===== src/rtl/ptw_pkg.sv =====
package ptw_pkg;
  localparam int AW  = 32;
  localparam int PGW = 12;
  localparam int IXW = 10;
  localparam int FNW = AW - PGW;
  localparam int SW  = 16;

  // root entry fields
  localparam int ROOT_V  = 1;
  localparam int ROOT_RO = 2;
  // leaf entry fields
  localparam int LEAF_V   = 0;
  localparam int LEAF_RO  = 2;
  localparam int LEAF_REF = 3;
  localparam int LEAF_DRT = 4;
  localparam int LEAF_NC  = 6;
  // status word fields
  localparam int ST_TF = 15;
  localparam int ST_PF = 14;
  localparam int ST_PR = 13;
  localparam int ST_AN = 3;
  localparam int ST_SE = 1;
  localparam int ST_UE = 0;

  typedef enum logic [1:0] {
    FLT_NONE  = 2'd0,
    FLT_TABLE = 2'd1,
    FLT_PAGE  = 2'd2,
    FLT_PROT  = 2'd3
  } fault_e;

  function automatic logic [AW-1:0] root_slot(input logic [FNW-1:0] root,
                                               input logic [AW-1:0] va);
    return {root, va[AW-1 -: IXW], 2'b00};
  endfunction

  function automatic logic [AW-1:0] leaf_slot(input logic [FNW-1:0] tbl,
                                               input logic [AW-1:0] va);
    return {tbl, va[PGW+IXW-1 -: IXW], 2'b00};
  endfunction

  function automatic logic [AW-1:0] phys_of(input logic [AW-1:0] leaf,
                                             input logic [AW-1:0] va);
    return {leaf[AW-1:PGW], va[PGW-1:0]};
  endfunction

  function automatic logic [AW-1:0] touch(input logic [AW-1:0] leaf,
                                           input logic wr);
    logic [AW-1:0] t;
    t = leaf;
    t[LEAF_REF] = 1'b1;
    if (wr) t[LEAF_DRT] = 1'b1;
    return t;
  endfunction
endpackage


===== src/rtl/ptw_leaf_eval.sv =====
module ptw_leaf_eval
  import ptw_pkg::*;
(
  input  logic          root_ro,
  input  logic [AW-1:0] leaf,
  input  logic [AW-1:0] va,
  input  logic          wr,
  output logic          leaf_ok,
  output logic          prot_hit,
  output logic [AW-1:0] leaf_new,
  output logic          need_wb,
  output logic [AW-1:0] pa,
  output logic          nc
);
  always_comb begin
    leaf_ok  = leaf[LEAF_V];
    prot_hit = wr && (root_ro || leaf[LEAF_RO]);
    leaf_new = touch(leaf, wr);
    need_wb  = (leaf_new != leaf);
    pa       = phys_of(leaf, va);
    nc       = leaf[LEAF_NC];
  end
endmodule


===== src/rtl/ptw_cfg.sv =====
module ptw_cfg
  import ptw_pkg::*;
(
  input  logic           clk,
  input  logic           rst_n,
  input  logic           cfg_we,
  input  logic [1:0]     cfg_sel,
  input  logic [FNW-1:0] cfg_wdata,
  input  logic           fault_evt,
  input  logic [1:0]     fault_kind,
  output logic [FNW-1:0] sup_root,
  output logic [FNW-1:0] usr_root,
  output logic           en_sup,
  output logic           en_usr,
  output logic [SW-1:0]  stat_word
);
  logic [FNW-1:0] sup_q, usr_q;
  logic [1:0]     en_q;
  logic           tf_q, pf_q, pr_q, an_q;
  logic           ctl_hit;
  logic           set_tf, set_pf, set_pr;

  assign ctl_hit = cfg_we && (cfg_sel == 2'd2);
  assign set_tf  = fault_evt && (fault_kind == FLT_TABLE);
  assign set_pf  = fault_evt && (fault_kind == FLT_PAGE);
  assign set_pr  = fault_evt && (fault_kind == FLT_PROT);

  always_ff @(posedge clk) begin
    if (!rst_n) begin
      sup_q <= '0;
      usr_q <= '0;
      en_q  <= '0;
      tf_q  <= 1'b0;
      pf_q  <= 1'b0;
      pr_q  <= 1'b0;
      an_q  <= 1'b0;
    end else begin
      if (cfg_we && cfg_sel == 2'd0) sup_q <= cfg_wdata;
      if (cfg_we && cfg_sel == 2'd1) usr_q <= cfg_wdata;
      if (ctl_hit) en_q <= cfg_wdata[1:0];
      tf_q <= set_tf    || (tf_q && !(ctl_hit && cfg_wdata[ST_TF]));
      pf_q <= set_pf    || (pf_q && !(ctl_hit && cfg_wdata[ST_PF]));
      pr_q <= set_pr    || (pr_q && !(ctl_hit && cfg_wdata[ST_PR]));
      an_q <= fault_evt || (an_q && !(ctl_hit && cfg_wdata[ST_AN]));
    end
  end

  assign sup_root = sup_q;
  assign usr_root = usr_q;
  assign en_sup   = en_q[1];
  assign en_usr   = en_q[0];

  always_comb begin
    stat_word        = '0;
    stat_word[ST_TF] = tf_q;
    stat_word[ST_PF] = pf_q;
    stat_word[ST_PR] = pr_q;
    stat_word[ST_AN] = an_q;
    stat_word[ST_SE] = en_q[1];
    stat_word[ST_UE] = en_q[0];
  end


  table_flag_sticky_chk: assert property (@(posedge clk) disable iff (!rst_n)
    (stat_word[ST_TF] && !(ctl_hit && cfg_wdata[ST_TF])) |=> stat_word[ST_TF]);

  any_flag_sticky_chk: assert property (@(posedge clk) disable iff (!rst_n)
    (stat_word[ST_AN] && !(ctl_hit && cfg_wdata[ST_AN])) |=> stat_word[ST_AN]);

  table_fault_flags_chk: assert property (@(posedge clk) disable iff (!rst_n)
    set_tf |=> (stat_word[ST_TF] && stat_word[ST_AN]));

  prot_fault_flags_chk: assert property (@(posedge clk) disable iff (!rst_n)
    set_pr |=> (stat_word[ST_PR] && stat_word[ST_AN]));
endmodule


===== src/rtl/ptw_walk.sv =====
module ptw_walk
  import ptw_pkg::*;
(
  input  logic           clk,
  input  logic           rst_n,
  input  logic           req_valid,
  output logic           req_ready,
  input  logic [AW-1:0]  req_va,
  input  logic           req_super,
  input  logic           req_write,
  input  logic [FNW-1:0] sup_root,
  input  logic [FNW-1:0] usr_root,
  input  logic           en_sup,
  input  logic           en_usr,
  output logic           done,
  output logic [AW-1:0]  rsp_pa,
  output logic [1:0]     rsp_fault,
  output logic           rsp_inhibit,
  output logic           fault_evt,
  output logic [1:0]     fault_kind,
  output logic           mem_req,
  output logic           mem_we,
  output logic [AW-1:0]  mem_addr,
  output logic [AW-1:0]  mem_wdata,
  input  logic [AW-1:0]  mem_rdata,
  input  logic           mem_ack
);
  typedef enum logic [2:0] {S_IDLE, S_ROOT, S_LEAF, S_WB, S_DONE} st_e;

  st_e            st;
  logic [AW-1:0]  va_q;
  logic           wr_q;
  logic [FNW-1:0] root_q;
  logic [FNW-1:0] tbl_q;
  logic           root_ro_q;
  logic [AW-1:0]  new_q;
  logic [AW-1:0]  pa_q;
  logic           nc_q;
  fault_e         flt_q;

  logic           accept, pass_thru;
  logic           root_bad, leaf_bad, leaf_prot;
  logic           leaf_ok, prot_hit, need_wb, nc_w;
  logic [AW-1:0]  leaf_new, pa_w;

  ptw_leaf_eval u_eval (
    .root_ro  (root_ro_q),
    .leaf     (mem_rdata),
    .va       (va_q),
    .wr       (wr_q),
    .leaf_ok  (leaf_ok),
    .prot_hit (prot_hit),
    .leaf_new (leaf_new),
    .need_wb  (need_wb),
    .pa       (pa_w),
    .nc       (nc_w)
  );

  assign req_ready = (st == S_IDLE);
  assign accept    = req_ready && req_valid;
  assign pass_thru = req_super ? !en_sup : !en_usr;

  assign root_bad  = (st == S_ROOT) && mem_ack && !mem_rdata[ROOT_V];
  assign leaf_bad  = (st == S_LEAF) && mem_ack && !leaf_ok;
  assign leaf_prot = (st == S_LEAF) && mem_ack && leaf_ok && prot_hit;
  assign fault_evt = root_bad || leaf_bad || leaf_prot;
  assign fault_kind = root_bad ? FLT_TABLE : (leaf_bad ? FLT_PAGE : FLT_PROT);

  always_ff @(posedge clk) begin
    if (!rst_n) begin
      st        <= S_IDLE;
      va_q      <= '0;
      wr_q      <= 1'b0;
      root_q    <= '0;
      tbl_q     <= '0;
      root_ro_q <= 1'b0;
      new_q     <= '0;
      pa_q      <= '0;
      nc_q      <= 1'b0;
      flt_q     <= FLT_NONE;
    end else begin
      unique case (st)
        S_IDLE: if (accept) begin
          va_q   <= req_va;
          wr_q   <= req_write;
          root_q <= req_super ? sup_root : usr_root;
          pa_q   <= req_va;
          nc_q   <= 1'b0;
          flt_q  <= FLT_NONE;
          st     <= pass_thru ? S_DONE : S_ROOT;
        end
        S_ROOT: if (mem_ack) begin
          tbl_q     <= mem_rdata[AW-1:PGW];
          root_ro_q <= mem_rdata[ROOT_RO];
          if (root_bad) begin
            flt_q <= FLT_TABLE;
            pa_q  <= '0;
            st    <= S_DONE;
          end else begin
            st <= S_LEAF;
          end
        end
        S_LEAF: if (mem_ack) begin
          if (leaf_bad || leaf_prot) begin
            flt_q <= leaf_bad ? FLT_PAGE : FLT_PROT;
            pa_q  <= '0;
            st    <= S_DONE;
          end else begin
            pa_q  <= pa_w;
            nc_q  <= nc_w;
            new_q <= leaf_new;
            st    <= need_wb ? S_WB : S_DONE;
          end
        end
        S_WB:   if (mem_ack) st <= S_DONE;
        S_DONE: st <= S_IDLE;
        default: st <= S_IDLE;
      endcase
    end
  end

  assign done        = (st == S_DONE);
  assign rsp_pa      = pa_q;
  assign rsp_fault   = flt_q;
  assign rsp_inhibit = nc_q;
  assign mem_req     = (st == S_ROOT) || (st == S_LEAF) || (st == S_WB);
  assign mem_we      = (st == S_WB);
  assign mem_addr    = (st == S_ROOT) ? root_slot(root_q, va_q) : leaf_slot(tbl_q, va_q);
  assign mem_wdata   = new_q;


  done_pulse_chk: assert property (@(posedge clk) disable iff (!rst_n)
    done |=> !done);

  busy_not_ready_chk: assert property (@(posedge clk) disable iff (!rst_n)
    mem_req |-> !req_ready);

  mem_hold_chk: assert property (@(posedge clk) disable iff (!rst_n)
    (mem_req && !mem_ack) |=> (mem_req && $stable(mem_addr) && $stable(mem_we)
                               && $stable(mem_wdata)));

  wb_sets_ref_chk: assert property (@(posedge clk) disable iff (!rst_n)
    mem_we |-> mem_wdata[LEAF_REF]);

  fault_ends_walk_chk: assert property (@(posedge clk) disable iff (!rst_n)
    fault_evt |=> (done && rsp_fault != FLT_NONE && rsp_pa == '0));

  prot_no_write_chk: assert property (@(posedge clk) disable iff (!rst_n)
    leaf_prot |=> !mem_we);
endmodule


===== src/rtl/ptw_top.sv =====
module ptw_top
  import ptw_pkg::*;
(
  input  logic           clk,
  input  logic           rst_n,
  input  logic           cfg_we,
  input  logic [1:0]     cfg_sel,
  input  logic [FNW-1:0] cfg_wdata,
  output logic [SW-1:0]  stat_word,
  input  logic           req_valid,
  output logic           req_ready,
  input  logic [AW-1:0]  req_va,
  input  logic           req_super,
  input  logic           req_write,
  output logic           done,
  output logic [AW-1:0]  rsp_pa,
  output logic [1:0]     rsp_fault,
  output logic           rsp_inhibit,
  output logic           mem_req,
  output logic           mem_we,
  output logic [AW-1:0]  mem_addr,
  output logic [AW-1:0]  mem_wdata,
  input  logic [AW-1:0]  mem_rdata,
  input  logic           mem_ack
);
  logic [FNW-1:0] sup_root, usr_root;
  logic           en_sup, en_usr;
  logic           fault_evt;
  logic [1:0]     fault_kind;

  ptw_cfg u_cfg (
    .clk        (clk),
    .rst_n      (rst_n),
    .cfg_we     (cfg_we),
    .cfg_sel    (cfg_sel),
    .cfg_wdata  (cfg_wdata),
    .fault_evt  (fault_evt),
    .fault_kind (fault_kind),
    .sup_root   (sup_root),
    .usr_root   (usr_root),
    .en_sup     (en_sup),
    .en_usr     (en_usr),
    .stat_word  (stat_word)
  );

  ptw_walk u_walk (
    .clk         (clk),
    .rst_n       (rst_n),
    .req_valid   (req_valid),
    .req_ready   (req_ready),
    .req_va      (req_va),
    .req_super   (req_super),
    .req_write   (req_write),
    .sup_root    (sup_root),
    .usr_root    (usr_root),
    .en_sup      (en_sup),
    .en_usr      (en_usr),
    .done        (done),
    .rsp_pa      (rsp_pa),
    .rsp_fault   (rsp_fault),
    .rsp_inhibit (rsp_inhibit),
    .fault_evt   (fault_evt),
    .fault_kind  (fault_kind),
    .mem_req     (mem_req),
    .mem_we      (mem_we),
    .mem_addr    (mem_addr),
    .mem_wdata   (mem_wdata),
    .mem_rdata   (mem_rdata),
    .mem_ack     (mem_ack)
  );


  pass_thru_no_mem_chk: assert property (@(posedge clk) disable iff (!rst_n)
    (req_valid && req_ready && (req_super ? !stat_word[ST_SE] : !stat_word[ST_UE]))
      |=> (done && !mem_req));
endmodule


===== config.mk =====
export PLATFORM = sky130hd
export DESIGN_NAME = ptw_top
export DESIGN_NICKNAME = d
export VERILOG_FILES = /design/src/rtl/ptw_pkg.sv /design/src/rtl/ptw_leaf_eval.sv /design/src/rtl/ptw_cfg.sv /design/src/rtl/ptw_walk.sv /design/src/rtl/ptw_top.sv
export SDC_FILE = /design/constraint.sdc
export NUM_CORES = 1
export LEC_CHECK = 0
export BUFFER_PORTS_ARGS = -buffer_cell sky130_fd_sc_hd__buf_2
export CAP_MARGIN = 20
export CORE_UTILIZATION = 52
export CTS_CLUSTER_DIAMETER = 100
export DETAILED_ROUTE_END_ITERATION = 8
export PLACE_DENSITY = 0.79
export SLEW_MARGIN = 20
export SYNTH_ARGS = -nofsm -noshare
export SYNTH_HDL_FRONTEND = slang
export SYNTH_SLANG_ARGS = --single-unit
export TNS_END_PERCENT = 5

===== constraint.sdc =====
create_clock -name clk -period 1.8 [get_ports clk]
set_input_delay 0.36 -clock clk [delete_from_list [all_inputs] [get_ports clk]]
set_output_delay 0.36 -clock clk [all_outputs]
set_load 0.02 [all_outputs]

## After elaboration in Yosys (flattened, before gate mapping)

Cells that the tools add are included.

| word-level totals | value |
|---|---|
| flip-flop bits (word level) | 190 |
| bits in latches | 0 |
| RAM bits | 0 |
| bits in read-only memories | 0 |
| output and inout bits | 119 |
| logic and storage cells | 117 |
| memories kept | 0 |

| cells by class | value |
|---|---|
| $add $sub $neg | 0 |
| multipliers | 0 |
| divide/modulo/power cells | 0 |
| $lt $le $gt $ge | 0 |
| equality and inequality tests | 17 |
| shifts and indexed selects | 0 |
| multiplexer cells | 31 |
| bitwise gates (word level) | 1 |
| reduce and logical (&&, ||, !) cells | 51 |

Operator list:

| kind | count |
|---|---|
| $mux W32 | 6 |
| $pmux W32 S3 | 1 |
| $mux W3 | 8 |
| $logic_and A1 B1 Y1 | 22 |
| $mux W20 | 1 |
| $mux W2 | 6 |
| $pmux W3 S4 | 1 |
| $logic_or A1 B1 Y1 | 10 |
| $ne A2 B2 Y1 const B | 5 |
| $logic_not A1 Y1 | 8 |
| $reduce_and A4 Y1 | 2 |
| $eq A2 B2 Y1 const B | 3 |
| $eq A3 B2 Y1 const B | 2 |
| $mux W1 | 6 |
| $pmux W2 S3 | 1 |
| $reduce_and A6 Y1 | 1 |
| $reduce_and A5 Y1 | 1 |
| $eq A2 B1 Y1 const B | 2 |
| $ne A2 B1 Y1 const B | 2 |
| $reduce_and A2 Y1 | 2 |
| $eq A3 B1 Y1 const B | 1 |
| $eq A3 B3 Y1 const B | 1 |
| $logic_not A3 Y1 | 1 |
| $reduce_and A3 Y1 | 1 |
| other kinds (6) | 6 |

## Depth between registers and ports, before layout

Gate-level depths: netlist (run 1).

| depth | value |
|---|---|
| word-level depth | 8 |
| mapped depth | 7 |
| gate-level depth less buffers | 4 |

## Cells and area by module

Synthesis (run 1) repeated with hierarchy kept, for this count alone.

| unflattened totals | value |
|---|---|
| cells, all modules | 974 |
| area, all modules | 8,600.7 um^2 |

By module, submodules not included:

| module | instances | cells each | area an instance (um^2) | sequential area each (um^2) |
|---|---|---|---|---|
| ptw_walk | 1 | 707 | 6,188.4 | 2,882.8 |
| ptw_cfg | 1 | 196 | 1,898.1 | 920.9 |
| ptw_leaf_eval | 1 | 71 | 514.2 | 0.0 |

## Worst setup path after synthesis (run 1)

OpenSTA, ideal clock, no wires.

| timing | value |
|---|---|
| path kind | reg-to-output |
| start point | register u_walk.st[0] |
| end point | output mem_addr[3] |
| data arrival time | 1.423 ns |
| required time | 1.440 ns |
| slack | 0.017 ns |
| stages on the path, launching flop included | 5 |
| cell sequence | dfxtp_1 buf_2 nor3b_2 buf_4 mux2_1 |

| on the way | value |
|---|---|
| longest elaborated chain between the ends | 2 |

Ends and longest elaborated chain:

| element | RTL line | source |
|---|---|---|
| from (decl) | ptw_walk.sv:30 | `st_e st;` |
| from (signal assigned) | ptw_walk.sv:90 | `st <= pass_thru ? S_DONE : S_ROOT;` |
| from (signal assigned) | ptw_walk.sv:112 | `st <= need_wb ? S_WB : S_DONE;` |
| $eq A3 B1 Y1 | ptw_walk.sv:128 | `assign mem_addr = (st == S_ROOT) ? root_slot(root_q, va_q) : leaf_slot(tbl_q, va_q);` |
| $mux W32 | ptw_walk.sv:128 |  |
| to (decl) | ptw_top.sv:21 | `output logic [AW-1:0] mem_addr,` |

No other way between the ends.

## Final worst setup path (run 1)

| timing | value |
|---|---|
| start point | register u_walk.st[1] |
| end point | output mem_addr[6] |

Same word-level chain as after synthesis.

==> results of run 1 <==
-- final timing paths --
| path | start | endpoint | slack (ns) | cells after the start |
|---|---|---|---|---|
| worst max-delay path | u_walk.st[1] | mem_addr[6] | -0.34 | 5 |
| worst min-delay path | mem_rdata[7] | u_walk.mem_wdata[7] | 0.17 | 3 |
| worst max register to register | u_walk.st[1] | u_walk.rsp_pa[1] | 0.02 | 7 |
| worst min register to register | u_walk.mem_wdata[21] | u_walk.mem_wdata[21] | 0.45 | 2 |
-- kinds of logic after synthesis --
logic type / after synthesis
DFF: 190
other: 1
muxes: 55
and+or+nand+nor: 316
buffers and inverters: 103
AOI/OAI and AO/OA: 265
-- metal layers --
layer | vias to the layer above | global-route usage [%] | routed length [um]
met1 | 3393 | 35.87 | 9375
met2 | 302 | 46.34 | 10870
met5 | - | 0 | 0
met3 | 50 | 5.326 | 1264
met4 | 0 | 13.04 | 764
li1 | 3505 | - | -
-- sequential cells by signal, summed over array words and instances (netlist names) --
name / count
u_walk.mem_wdata: 32
u_walk.rsp_pa: 32
u_walk.va_q: 32
u_cfg.sup_root: 20
u_cfg.usr_root: 20
u_walk.root_q: 20
u_walk.tbl_q: 20
u_walk.st: 3
u_cfg.en_q: 2
u_walk.rsp_fault: 2
u_cfg.an_q: 1
u_cfg.pf_q: 1
u_cfg.pr_q: 1
u_cfg.tf_q: 1
u_walk.root_ro_q: 1
u_walk.rsp_inhibit: 1
u_walk.wr_q: 1
-- power by group --
group,leakage (nW),switching (mW),internal (mW)
logic,2.23,0.659,0.380
registers,1.55,0.0976,4.38
clock network,0.306,1.62,2.38
total,4.09,2.38,7.15
-- worst reg2reg max path, cell delays in order, from the launching register on --
cell and delay, ns:
dfxtp_4 0.36, buf_4 0.14, buf_8 0.14, mux2_4 0.32
a22o_4 0.24, buf_12 0.19, o21ai_0 0.20, a21oi_1 0.06
-- area by class of cell --
cell class / instances / area [um^2]
Fill cell: 1226 / 4837
Multi-Input combinational cell: 648 / 3596
Tap cell: 184 / 230.2
Sequential cell: 190 / 3809
Clock inverter: 12 / 181.4
Inverter: 5 / 21.27
Timing Repair Buffer: 235 / 1468
Clock buffer: 20 / 446.7
-- per-stage QoR --
| step | utilization [%] | hold slack [ns] |
|---|---|---|
| after floorplan | - | 0.4322 |
| after global placement | 61.49 | 0.4387 |
| after detailed placement | 61.49 | 0.4428 |
| after CTS | 66.46 | 0.1585 |
| after global routing | 66.84 | 0.1636 |
| final | 66.84 | 0.1744 |
-- Yosys cell counts (2+ instances only) --
| library cell | number | area [um^2] |
|---|---|---|
| mux2_2 | 26 | 292.8 |
| buf_6 | 2 | 22.52 |
| a31oi_1 | 3 | 18.77 |
| nor3b_2 | 2 | 25.02 |
| a32oi_1 | 33 | 289.0 |
| and3b_1 | 3 | 26.28 |
| buf_1 | 4 | 15.01 |
| o21ai_0 | 35 | 175.2 |
| mux2i_1 | 23 | 230.2 |
| a211oi_2 | 7 | 87.58 |
| nand3_1 | 2 | 10.01 |
| nor2b_1 | 3 | 18.77 |
| clkbuf_1 | 40 | 150.1 |
| nand3b_1 | 2 | 15.01 |
| a21oi_1 | 159 | 795.8 |
| buf_2 | 25 | 125.1 |
| dfxtp_1 | 190 | 3804 |
| mux2_1 | 5 | 56.30 |
| or3b_2 | 2 | 17.52 |
| nand2_1 | 254 | 953.4 |
| nor2_1 | 38 | 142.6 |
| buf_4 | 27 | 202.7 |
| nand2b_1 | 2 | 12.51 |
| inv_1 | 4 | 15.01 |
| a211oi_1 | 16 | 120.1 |
-- repair_timing --
item	CTS	global route
gates cloned	1	0
setup endpoints to repair	66	81
hold buffers	0	0
pin swaps	2	0
buffers inserted	2	0
resized for setup	25	43
==> out/metrics.yaml, run 1 <==
cts:
  clkSinkCount: 190
  root_buffer: "clkbuf_16"
  cts_buffers: 17
  cts.clk_slew.worst_paths_ns: 0.07
  cts_tree: "done"
  cts_max_level: 4
  clk_latency_ns: 0.43
  clockBufferDepth: 2
status:
  violations: "setup timing"
  status: "finished, violations left"
sta:
  layout_setup_ws_ns: -0.3391
  fin_skew_ns: 0.01009
  min_period_ns: 2.139
  setup_tns_ns: -9.683
  finalCritPeriodShare_pct: 118.8
  finalHoldViolations: 0
  fmax_mhz: 467.5
  relSlewSlack_pct: 65.88
  tightestPinTransition_ns: 0.5117
  rsz0062_at_grt: "true"
  finalSetupViolations: 32
  maxSlewViolCount: 0
hold_path:
  hp-class: "input pin to flop"
synth:
  synth_compound_area_share_pct: 20.39
  synth-simple-area-share_pct: 16.57
  ys_seq_area_share_pct: 48.58
  synth_mux_area_share_pct: 7.590
  syn_avg_cell_area_um2: 8.419
  ys_ff_latch: 190
  synth_cells: 930
  yosysUniqueCellTypes: 48
  synth_xor_area_share_pct: 0
  syn-cell-area_mm2: 0.007830
  synth-main-ff-cell: "dfxtp_1"
  synthArstFlopShare_pct: 0
  synth_top_family_by_area: "compound AO/OA/AOI/OAI gates"
  synth_fa_ha_area_share_pct: 0
  ys_warn_count: 0
  synth_edf_count: 0
placed_design:
  dp_cells: 1259
  postPlaceCellArea_mm2: 0.008971
  gp_congestion: 0.9123
  post-dp-hpwl_um: 14800
  numPortBuffers: 199
  post-place-ws_ns: -0.04059
setup_path:
  critical_path_class: "flop to output pin"
  critPathMaxStageDelay_ns: 0.35
  crit_buf_inv: 3
  crit_slowest_cell: "dfxtp_4"
  critical-path-top-delay-family: "buffers and inverters"
  crit_chain: "nor3b_4, buf_6, buf_12, mux2_1, buf_2"
  arrival_ns: 1.78
  crit_path_end_kind: "output pin"
  critical_path_peak_fanout: 9
  critPathLaunchType: "flop"
  required_ns: 1.44
die:
  die_area_mm2: 0.01555
  ios: 212
  die_y_um: 124.7
  core_mm2: 0.01459
  rows: 44
  die_w_um: 124.7
  start_util_pct: 53.67
cells_and_area:
  final_common_cell: "nand2_1"
  drive_gt1_share_pct: 28.56
  diodes: 0
  finalNonFillerCells: 1294
  fin_nets: 1190
  area_growth_pct: 24.54
  most-common-layout-cells: "254 x nand2_1, 190 x buf_2, 188 x dfxtp_1"
  design_area_mm2: 0.009752
routing:
  drt_iter0_drc: 635
  via_count: 7250
  detail-route-antenna-nets: 0
  wl_per_cell_um: 17.21
  wl_um: 22270
  routed_via_density: 5.603
  first_pass_iters: 5
  drc_errors: 0
global_route:
  antenna_found_initial: 0
  grt_pass1_wl_um: 34900
  grt_max_degree: 74
  grt_usage_pct: 28.26
  grt.overflow.total: 0
  grt_pass1_vias: 6813
pwr:
  power_mw: 9.525
  ir_worst_vdd_uv: 659.7
  p_leak_nw: 4.091
  p_per_area_mw_per_mm2: 976.7
run:
  max_cap_viol_count: 0
No activity file was read; power rests on OpenSTA's default activity.
==> run 2: changes to the inputs <==
--- a/config.mk
+++ b/config.mk
@@ -8,9 +8,10 @@
 export BUFFER_PORTS_ARGS = -buffer_cell sky130_fd_sc_hd__buf_2
 export CAP_MARGIN = 20
 export CORE_UTILIZATION = 52
-export CTS_CLUSTER_DIAMETER = 100
+export CTS_CLUSTER_DIAMETER = 150
 export DETAILED_ROUTE_END_ITERATION = 8
 export PLACE_DENSITY = 0.79
+export REMOVE_ABC_BUFFERS = 1
 export SLEW_MARGIN = 20
 export SYNTH_ARGS = -nofsm -noshare
 export SYNTH_HDL_FRONTEND = slang
==> out/metrics.yaml, run 2 (synthesis gave the netlist of run 1 again) <==
placed_design:
  numPortBuffers: 199  # unchanged
  post-place-ws_ns: 0.002044  # +0.04264 ns
  post-dp-hpwl_um: 14930  # +0.87%
  gp_congestion: 0.8604  # -5.7%
cells_and_area:
  final_common_cell: "nand2_1"
  area_growth_pct: 27.52
  most-common-layout-cells: "254 x nand2_1, 187 x dfxtp_1, 171 x buf_2"
  fin_nets: 1196  # +0.50%
  diodes: 0  # unchanged
  drive_gt1_share_pct: 29.57  # +1.0 points
setup_path:
  critical_path_peak_fanout: 6  # -3
  critical_path_class: "flop to output pin"
  critPathLaunchType: "flop"
  crit_slowest_cell: "dfxtp_2"
  critical-path-top-delay-family: "buffers and inverters"
  arrival_ns: 1.78  # about the same
  required_ns: 1.44  # about the same
  crit_chain: "nor3b_4, buf_6, buf_8, mux2_4, buf_6"
  critPathMaxStageDelay_ns: 0.34  # about the same
  crit_buf_inv: 3  # unchanged
  cpMostUsedCell: "buf_6"
  crit_path_end_kind: "output pin"
  ff2ff_setup_slack_ns: 0.09  # +0.07 ns
pwr:
  ir_worst_vdd_uv: 595.0  # -9.8%
  power_mw: 9.383  # -1.5%
  p_per_area_mw_per_mm2: 939.8  # -3.8%
  p_leak_nw: 4.153  # +1.5%
die:
  die_w_um: 124.7  # unchanged
  core_mm2: 0.01459  # unchanged
  die_area_mm2: 0.01555  # unchanged
  start_util_pct: 53.67  # unchanged
  rows: 44  # unchanged
  ios: 212  # unchanged
  die_y_um: 124.7  # unchanged
cts:
  holdBufCountCts: 0  # unchanged
  clk_latency_ns: 0.44  # about the same
  clockBufferDepth: 2  # unchanged
  cts_max_level: 4  # unchanged
  cts.clk_slew.worst_paths_ns: 0.06  # about the same
  cts_buffers: 17  # unchanged
  cts_tree: "done"
  clkSinkCount: 190  # unchanged
  root_buffer: "clkbuf_16"
routing:
  wl_met1_um: 9468  # +0.99%
  drc_errors: 0  # unchanged
  top_layer: "met5"
  drt_iter0_drc: 518  # -18%
  routed-wl-met2_um: 10760  # -0.98%
  wl_per_cell_um: 17.43  # +1.3%
  detail-route-antenna-nets: 0  # unchanged
  dr_wl_met3_um: 1848  # +46%
  via_count: 7361  # +1.5%
  first_pass_iters: 5  # unchanged
  wl_um: 22660  # +1.7%
  routed_via_density: 5.662  # +1.1%
sta:
  setup_tns_ns: -9.863  # -0.1798 ns
  layout_setup_ws_ns: -0.3407  # -0.001544 ns
  fin_skew_ns: 0.01322  # +0.003135 ns
  finalCritPeriodShare_pct: 118.9  # about the same
  finalHoldViolations: 0  # unchanged
  finalSetupViolations: 33  # +3.1%
  maxSlewViolCount: 0  # unchanged
  rsz0062_at_grt: "true"
  fmax_mhz: 467.1  # about the same
  min_period_ns: 2.141  # +0.001544 ns
status:
  violations: "setup timing"
  status: "finished, violations left"
global_route:
  grt_usage_pct: 29.30  # +1.0 points
  grt.overflow.total: 0  # unchanged
  grt_max_degree: 42  # -43%
  grt_pass1_vias: 6897  # +1.2%
  antenna_found_initial: 2  # +2
  grt_pass1_wl_um: 36310  # +4.0%
run:
  max_cap_viol_count: 0  # unchanged
hold_path:
  hp-class: "input pin to flop"
[run 2: changes by cell type in the layout (fill, tap and decap cells not counted), moves of 5 or more]
cell	before	now
o21ai_0	8	34
o21ai_1	27	1
buf_2	190	171
buf_6	7	25
mux2_4	8	25
mux2_2	20	7
buf_4	25	30
[run 2: repair_timing]
action                     CTS  global route
setup buffers                3             0
gates resized for setup     96             5
setup endpoints to repair   34            38
cloned                       2             0
pin swaps                    1             2
[run 2: area by class of cell]
| type | count | area [um^2] |
|---|---|---|
| inverters | 5 | 21.27 |
| clock buffers | 21 | 470.5 |
| well taps | 184 | 230.2 |
| repair buffers | 241 | 1650 |
| flip-flops and latches | 190 | 3810 |
| fillers | 1145 | 4604 |
| multi-input cells | 648 | 3674 |
| clock inverters | 11 | 128.9 |
[run 2: worst min-delay path: stages]
cell and delay, ns:
buf_2 0.09, nand2_1 0.04, a21oi_1 0.05
[run 2: through the flow]
step	instances	hold slack [ns]	util (%)	area (um^2)
after global routing	1300	0.1628	68.44	9985
final	1300	0.1657	68.44	9985
after floorplan	843	0.4322	-	7356
after detailed placement	1263	0.4438	61.70	9001
after global placement	1263	0.4388	61.70	9001
after CTS	1300	0.1517	68.35	9972
[run 2: path summary, 6_finish.rpt]
| path | startpoint | to | depth (start not counted) |
|---|---|---|---|
| max reg2reg | u_walk.st[1] | u_walk.root_q[9] | 6 |
| min reg2reg | u_walk.mem_wdata[5] | u_walk.mem_wdata[5] | 2 |
| min | mem_rdata[10] | u_walk.mem_wdata[10] | 3 |
| max | u_walk.st[2] | mem_addr[21] | 5 |
[run 2: power breakdown]
group / internal, mW / total [mW] / switching [mW]
sequential: 4.38 / 4.49 / 0.103
combinational: 0.422 / 1.09 / 0.665
clock: 2.17 / 3.81 / 1.64
[run 2: layer usage]
layer	global-route usage, %	up-vias
met3	7.088	53
met4	12.05	4
met1	37.10	3446
met2	47.61	333
met5	0	-
li1	-	3525
